## src/rtl/syncq_pkg.sv

```systemverilog
package syncq_pkg;
  // One-cycle strobes from the control to the datapath.
  typedef struct packed {
    logic write;  // store wrData at the write position
    logic pop;    // advance the read position (accepted read)
    logic drop;   // unguarded write while full: advance past the oldest word
    logic load;   // refresh the output word register
  } strobe_t;
endpackage

```

## src/rtl/syncq_ctrl.sv

```systemverilog
module syncq_ctrl
  import syncq_pkg::*;
#(
  parameter int DEPTH       = 4,
  parameter bit FWFT        = 1'b1,
  parameter bit GUARD_OVER  = 1'b1,
  parameter bit GUARD_UNDER = 1'b1,
  localparam int CW = $clog2(DEPTH + 1)
) (
  input  logic          clk,
  input  logic          rst,
  input  logic          wrReq,
  input  logic          rdReq,
  output strobe_t       strb,
  output logic [CW-1:0] fillCount,
  output logic          full,
  output logic          almostFull,
  output logic          empty,
  output logic          rdValid,
  output logic          overflowErr,
  output logic          underflowErr
);
  logic [CW-1:0] countQ, countD;
  logic validQ, validD;
  logic isFull, canRead, grow;
  logic ovfD, unfD;

  always_comb begin
    isFull  = (countQ == CW'(DEPTH));
    canRead = FWFT ? validQ : (countQ != '0);

    strb.pop   = rdReq && canRead;
    strb.drop  = wrReq && isFull && !strb.pop && !GUARD_OVER;
    strb.write = wrReq && (!isFull || strb.pop || !GUARD_OVER);
    grow       = strb.write && !strb.drop;
    countD     = countQ + CW'(grow) - CW'(strb.pop);

    if (FWFT) begin
      // Only words already in storage before this edge may reach the output.
      validD = (countQ > CW'(strb.pop));
    end else begin
      validD = strb.pop || (rdReq && !canRead && !GUARD_UNDER);
    end
    strb.load = validD;

    ovfD = GUARD_OVER && wrReq && isFull && !strb.pop;
    unfD = GUARD_UNDER && rdReq && !canRead;
  end

  always_ff @(posedge clk) begin
    if (rst) begin
      countQ       <= '0;
      validQ       <= 1'b0;
      overflowErr  <= 1'b0;
      underflowErr <= 1'b0;
    end else begin
      countQ       <= countD;
      validQ       <= validD;
      overflowErr  <= ovfD;
      underflowErr <= unfD;
    end
  end

  assign fillCount  = countQ;
  assign full       = (countQ == CW'(DEPTH));
  assign almostFull = (countQ == CW'(DEPTH - 1));
  assign rdValid    = validQ;
  assign empty      = FWFT ? !validQ : (countQ == '0);
endmodule

```

## src/rtl/syncq_dpath.sv

```systemverilog
module syncq_dpath
  import syncq_pkg::*;
#(
  parameter int DATA_W = 8,
  parameter int DEPTH  = 4,
  parameter bit FWFT   = 1'b1,
  localparam int AW = (DEPTH > 1) ? $clog2(DEPTH) : 1
) (
  input  logic              clk,
  input  logic              rst,
  input  strobe_t           strb,
  input  logic [DATA_W-1:0] wrData,
  output logic [DATA_W-1:0] rdData
);
  logic [DATA_W-1:0] mem [DEPTH];
  logic [AW-1:0] wrPtr, rdPtr, rdNext, rdSel;

  function automatic logic [AW-1:0] bump(input logic [AW-1:0] p);
    return (p == AW'(DEPTH - 1)) ? '0 : p + AW'(1);
  endfunction

  assign rdNext = (strb.pop || strb.drop) ? bump(rdPtr) : rdPtr;

  generate
    if (FWFT) begin : g_ahead
      assign rdSel = rdNext;   // present the word that will be at the head
    end else begin : g_reg
      assign rdSel = rdPtr;    // return the word being read
    end
  endgenerate

  always_ff @(posedge clk) begin
    if (strb.write) mem[wrPtr] <= wrData;
  end

  always_ff @(posedge clk) begin
    if (rst) begin
      wrPtr  <= '0;
      rdPtr  <= '0;
      rdData <= '0;
    end else begin
      if (strb.write) wrPtr <= bump(wrPtr);
      rdPtr <= rdNext;
      if (strb.load) rdData <= mem[rdSel];
    end
  end
endmodule

```

## src/rtl/syncq.sv

```systemverilog
module syncq
  import syncq_pkg::*;
#(
  parameter int DATA_W      = 8,
  parameter int DEPTH       = 4,
  parameter bit FWFT        = 1'b1,
  parameter bit GUARD_OVER  = 1'b1,
  parameter bit GUARD_UNDER = 1'b1,
  localparam int CW = $clog2(DEPTH + 1)
) (
  input  logic              clk,
  input  logic              rst,
  input  logic              wrReq,
  input  logic [DATA_W-1:0] wrData,
  input  logic              rdReq,
  output logic [DATA_W-1:0] rdData,
  output logic              rdValid,
  output logic              full,
  output logic              empty,
  output logic              almostFull,
  output logic              overflowErr,
  output logic              underflowErr,
  output logic [CW-1:0]     fillCount
);
  strobe_t strb;

  syncq_ctrl #(
    .DEPTH(DEPTH), .FWFT(FWFT), .GUARD_OVER(GUARD_OVER), .GUARD_UNDER(GUARD_UNDER)
  ) u_ctrl (
    .clk(clk), .rst(rst), .wrReq(wrReq), .rdReq(rdReq), .strb(strb),
    .fillCount(fillCount), .full(full), .almostFull(almostFull), .empty(empty),
    .rdValid(rdValid), .overflowErr(overflowErr), .underflowErr(underflowErr)
  );

  syncq_dpath #(
    .DATA_W(DATA_W), .DEPTH(DEPTH), .FWFT(FWFT)
  ) u_dpath (
    .clk(clk), .rst(rst), .strb(strb), .wrData(wrData), .rdData(rdData)
  );
endmodule

```

## config.mk

```make
export PLATFORM = sky130hd
export DESIGN_NAME = syncq
export DESIGN_NICKNAME = d
export VERILOG_FILES = /design/src/rtl/syncq_pkg.sv /design/src/rtl/syncq_ctrl.sv /design/src/rtl/syncq_dpath.sv /design/src/rtl/syncq.sv
export SDC_FILE = /design/constraint.sdc
export NUM_CORES = 1
export LEC_CHECK = 0
export BUFFER_PORTS_ARGS = -buffer_cell sky130_fd_sc_hd__buf_4
export CORE_ASPECT_RATIO = 0.7
export CORE_MARGIN = 3
export CORE_UTILIZATION = 30
export CTS_BUF_LIST = sky130_fd_sc_hd__clkbuf_16
export DETAILED_ROUTE_END_ITERATION = 10
export SYNTH_ARGS = -nofsm -noshare
export SYNTH_HDL_FRONTEND = slang
export SYNTH_SLANG_ARGS = --single-unit
```

## constraint.sdc

```tcl
create_clock -name clk -period 2.01 [get_ports clk]
set_clock_uncertainty 0.15 [all_clocks]
set_input_delay 0.1005 -clock clk [delete_from_list [all_inputs] [get_ports clk]]
set_output_delay 0.1005 -clock clk [all_outputs]
set_load 0.02 [all_outputs]
```

---- Word level (Yosys, flattened, before mapping) ----
Memory sizes are Yosys's and may differ from the RTL's. A register that Yosys moved wholly into a read port is not among the register bits.
Cells that the tools add are included.
word-level totals
  word-level logic and storage cells ...... 30
  register bits after elaboration ......... 10
  input bits .............................. 12
  memories kept ........................... 1
  memory bits (writable) .................. 32
  output and inout bits ................... 17
operators by class
  order comparisons ....................... 1
  reductions and logical operators ........ 9
  equality and inequality tests ........... 4
  add/subtract/negate cells ............... 4
  multiplexer cells ....................... 5
memories
  memory       depth  bits a word  read ports  clocked after Yosys merged registers in  wr ports  RTL line           source
  u_dpath.mem  4      8            1           1                                        1         syncq_dpath.sv:15  logic [DATA_W-1:0] mem [DEPTH];
operators by type and width
  kind                                                             number
  2-bit 2-to-1 mux                                                 3
  1-bit logical AND                                                5
  2-bit by 1-bit adder with 2-bit output, second input constant    2
  2-bit == test, second input constant                             2
  3-bit by 1-bit adder with 3-bit output                           1
  3-bit by 2-bit == test with 1-bit output, second input constant  1
  3-bit == test, second input constant                             1
  3-bit by 1-bit > comparator with 1-bit output                    1
  1-bit zero test                                                  3
  3-bit by 1-bit subtractor with 3-bit output                      1
  1-bit 2-to-1 mux                                                 2
  1-bit logical OR                                                 1

---- Depth between registers and ports, before layout ----
  depth in word-level cells ............... 6
  depth in mapped cells ................... 9
  gate-level depth less buffers ........... 9

---- Cells and area by module ----
From an unflattened synthesis, not the netlist that was laid out.
second synthesis, totals
  cell total of the unflattened synthesis .. 142
  area, all modules ....................... 2102.0 µm²
by module, submodules not included
  module       area an instance (µm²)  times used  cells an instance  sequential area each (µm²)
  syncq_dpath  1729.2                  1           104                1201.2
  syncq_ctrl   372.9                   1           38                 120.1

---- Worst setup path before layout ----
Ideal clock, no wire load.
  kind .................................... reg2reg
  from .................................... register u_ctrl.countQ[2], in the netlist u_ctrl.fillCount[2]
  to ...................................... register u_ctrl.countQ[1], in the netlist u_ctrl.fillCount[1]
  path buffers ............................ 0
  arrival time ............................ 2224 ps
  stages on the path, launching flop included .. 7
  required time ........................... 1793 ps
  slack ................................... -430 ps
  period minus slack after synthesis ...... 2440 ps
  setup time .............................. 67 ps
  cells stage by stage .................... dfxtp_1 -> nor3b_1 -> a21boi_1 -> ha_1 -> inv_1 -> fa_1 -> nor2_1
on the way
  longest elaborated chain between the ends .. 6
RTL lines
  element                                      RTL line          source
  start: declaration                           syncq_ctrl.sv:23  logic [CW-1:0] countQ, countD;
  start signal: assignment                     syncq_ctrl.sv:57  countQ <= countD;
  3-bit == test                                n/a
  net full                                     syncq.sv:18       output logic full,
  1-bit zero test                              syncq_ctrl.sv:34  strb.write = wrReq && (!isFull || strb.pop || !GUARD_OVER);
  1-bit logical OR                             syncq_ctrl.sv:34
  1-bit logical AND                            syncq_ctrl.sv:34
  net u_ctrl.grow                              syncq_ctrl.sv:25  logic isFull, canRead, grow;
  3-bit by 1-bit adder with 3-bit output       syncq_ctrl.sv:36  countD = countQ + CW'(grow) - CW'(strb.pop);
  3-bit by 1-bit subtractor with 3-bit output  syncq_ctrl.sv:36
The timed path passes the listed nets, and every way through them passes these cells.
A chain may end at the register's enable or synchronous reset.

---- Worst setup path in the final report ----
  from .................................... register u_dpath.rdPtr[0]
  to ...................................... register u_dpath.rdData[2], read port of u_dpath.mem
on the way
  longest elaborated chain between the ends .. 3
  elaborated cells between the ends (all ways) .. 4
  classes of those cells .................. add/sub (1); eq/ne (1); mux (2)
RTL lines
  element                                                                  RTL line           source
  start: declaration                                                       syncq_dpath.sv:16  logic [AW-1:0] wrPtr, rdPtr, rdNext, rdSel;
  start signal: assignment                                                 syncq_dpath.sv:43  rdPtr <= rdNext;
  2-bit by 1-bit adder with 2-bit output or 2-bit == test (tied branches)  syncq_dpath.sv:19  return (p == AW'(DEPTH - 1)) ? '0 : p + AW'(1);
  2-bit 2-to-1 mux                                                         syncq_dpath.sv:19
  2-bit 2-to-1 mux (*)                                                     syncq_dpath.sv:22  assign rdNext = (strb.pop || strb.drop) ? bump(rdPtr) : rdPtr;
  end: declaration                                                         syncq_dpath.sv:13  output logic [DATA_W-1:0] rdData
Every way passes the cells marked *; elsewhere a longest branch is shown, timed or not.

==> metrics.txt <==
Startpoint Class flip-flop; # fillers 591; combinational share of power 0.413; register area 0.00133 mm2; final net count 226; Slew Limit Fails 0; Clock Latency Late Sink 0.29 ns; drt pass-1 iters 4; syn_nets 166; multi-input logic area 833 um2; # diodes 0; via/cell ratio 4.64; fmax 506 MHz; Pint 2430 uW; Clock Root Buffer clkbuf_16; TritonCTS Buffers 5; fraction of registers with async set/reset 0; hold crit path type input pin to flip-flop; Mapped Cells 145; global route overflow 0; Synth cell types 31; #FFs+latches synth 50; pin count of the biggest net entering global routing 19; Die W 105 um; layout cell share with drive strength beyond 1 0.408; vias in the first global route 1415; highest-count cells in the layout ignoring fill and taps 45 x buf_4, 32 x edfxtp_1, 17 x nor2_1; Longest Clk Path Bufs 2; final setup fails 0; Critical Path RT 2.05 ns; clock power share 0.222; 1st-iter DRT viols 62; I/O Buffers 28; CTS tree yes; outcome complete, no violations; Core Region 0.00643 mm2; Min Clock Period, post-route 1.98 ns; Sinks on Clock Net 50; Slew @ Worst Pin 0.400 ns; DP HPWL 2.99 mm; Crit-path slowest cell dfxtp_4; Routed WL 4.60 mm; Fin. Hold Viols 0; Worst Setup End Kind flip-flop; critical path class flip-flop to flip-flop; DIE HEIGHT 75.1 um; DR DRC count 0; GRT Util Overall 0.123; unrepaired setup endpoints after global routing true; EDFF count, synth 32; die area 0.00787 mm2; overall power 3760 uW; Routability Congestion 0.714; Reg clk slew, reported paths 0.07 ns; Critical Path AT 2.01 ns; CP cell instances ha_4 > and3_4 > or2_4 > buf_12 > mux2i_4 > a2111oi_4; IO Pins 29; commonest non-fill, non-tap cell in the layout buf_4; hold slack final 0.0126 ns; Synth Area per Inst 14.1 um2; slowest stage delay, CP 0.36 ns; Final Cycle Share 0.984; switching portion of total power 0.353; Seq/Total Area, Yosys 0.645; first-pass GRT wire length 7.33 mm; starting density of the core 0.319; Sequential Power Share 0.365; Max Cap Viol 0; Sw Pwr 1330 uW; Cell Pwr Density 1260 mW/mm2; initial antenna violation count 0; Worst VDD drop 459 uV; Synth Cell Area 0.00205 mm2; Layout area overhead 45.4%; H-tree depth 2; Vias 1379; Pleak 0.00109 uW; Post-synth top flop edfxtp_1; synth warn 0; relative slew slack 0.733; post-route antenna net violation count 0; Cell Rows 24; Avg WL per Cell 15.5 um; worst-path fanout max 5; Worst R2R Setup Slack 0.03 ns
-- power by group through the flow --
stage	Combinational [uW]	Clock, uW	Sequential, uW
finish	1550	835	1370
global placement	1310	0	1390
floorplan	609	0	1510
CTS	1390	859	1370
detailed placement	1340	0	1390
global route	1690	914	1390
-- state kept, by name (all words and copies together) (netlist names) --
| signal | count |
|---|---|
| u_dpath.mem | 32 |
| u_dpath.rdData | 8 |
| u_ctrl.fillCount | 3 |
| u_dpath.rdPtr | 2 |
| u_dpath.wrPtr | 2 |
| u_ctrl.overflowErr | 1 |
| u_ctrl.rdValid | 1 |
| u_ctrl.underflowErr | 1 |
-- synthesized netlist by cell type (2+ instances only) --
master	n	area [um2]
a2111oi_0	7	61.3
a2111oi_1	8	80.1
and2_1	4	25.0
clkbuf_1	2	7.51
dfxtp_1	18	360
edfxtp_1	32	961
ha_1	8	100
inv_1	8	30.0
mux2i_1	10	100
nor2_1	17	63.8
nor2b_1	2	12.5
nor3b_1	10	75.1
-- critical path, delay by kind of cell (launching register included) --
kind,cells,cell delay [ns]
adder cells (fa/ha/maj),1,0.21
AND/OR/NAND/NOR,2,0.47
flip-flops,1,0.36
buffers and inverters,1,0.16
AO/OA/AOI/OAI,1,0.35
multiplexers,1,0.19
-- path summary, 6_finish.rpt --
check / from / to / cells after the start
max: u_dpath.rdPtr[0] / u_dpath.rdData[2] / 6
min: rst / u_dpath.rdPtr[0] / 2
max reg2reg: u_dpath.rdPtr[0] / u_dpath.rdData[2] / 6
min reg2reg: u_dpath.rdData[7] / u_dpath.rdData[7] / 2
-- kinds of logic after synthesis --
logic type	count (synthesis)	share of synthesized area
flip-flops	50	0.645
AND/OR/NAND/NOR	39	0.104
multiplexers	11	0.0556
adder cells (fa/ha/maj)	9	0.0586
XOR/XNOR	1	0.00428
buffers and inverters	15	0.0385
AO/OA/AOI/OAI	20	0.0935
-- routing by layer --
layer | track usage | routed length (um) | vias to the layer above
li1 | - | - | 666
met4 | 0.0437 | 52 | 0
met3 | 0.0308 | 256 | 5
met1 | 0.161 | 2150 | 674
met5 | 0 | 0 | -
met2 | 0.205 | 2140 | 34
-- layout make-up --
type,count,share of cell area
inverter,9,0.0113
sequential,50,0.446
clock inverter,3,0.00756
tap,91,0.0382
clock buffer,5,0.0420
timing repair buffer,59,0.176
multi-input combinational,80,0.280
-- stage by stage --
stage          setup TNS [ns]  cell area, um2   util  setup WS (ns)  instances
2_1_floorplan               0            2090      -        0.00768        145
3_3_place_gp          -0.0797            2540  0.395        -0.0797        278
3_5_place_dp           -0.240            2540  0.395         -0.130        278
4_1_cts               -0.0847            2800  0.435        -0.0254        296
5_1_grt               -0.0179            2980  0.464        -0.0122        297
6_report                    0            2980  0.464         0.0321        297
-- repair_timing --
item                                    in CTS  in global routing
resized for setup                            7                 28
endpoints found under the setup margin       6                  8
pin swaps                                    0                  3
gates cloned                                 0                  1
hold endpoints to repair                    34                  0
hold buffers                                10                  0
setup buffers                                0                  0
No activity file was read; power rests on OpenSTA's default activity.
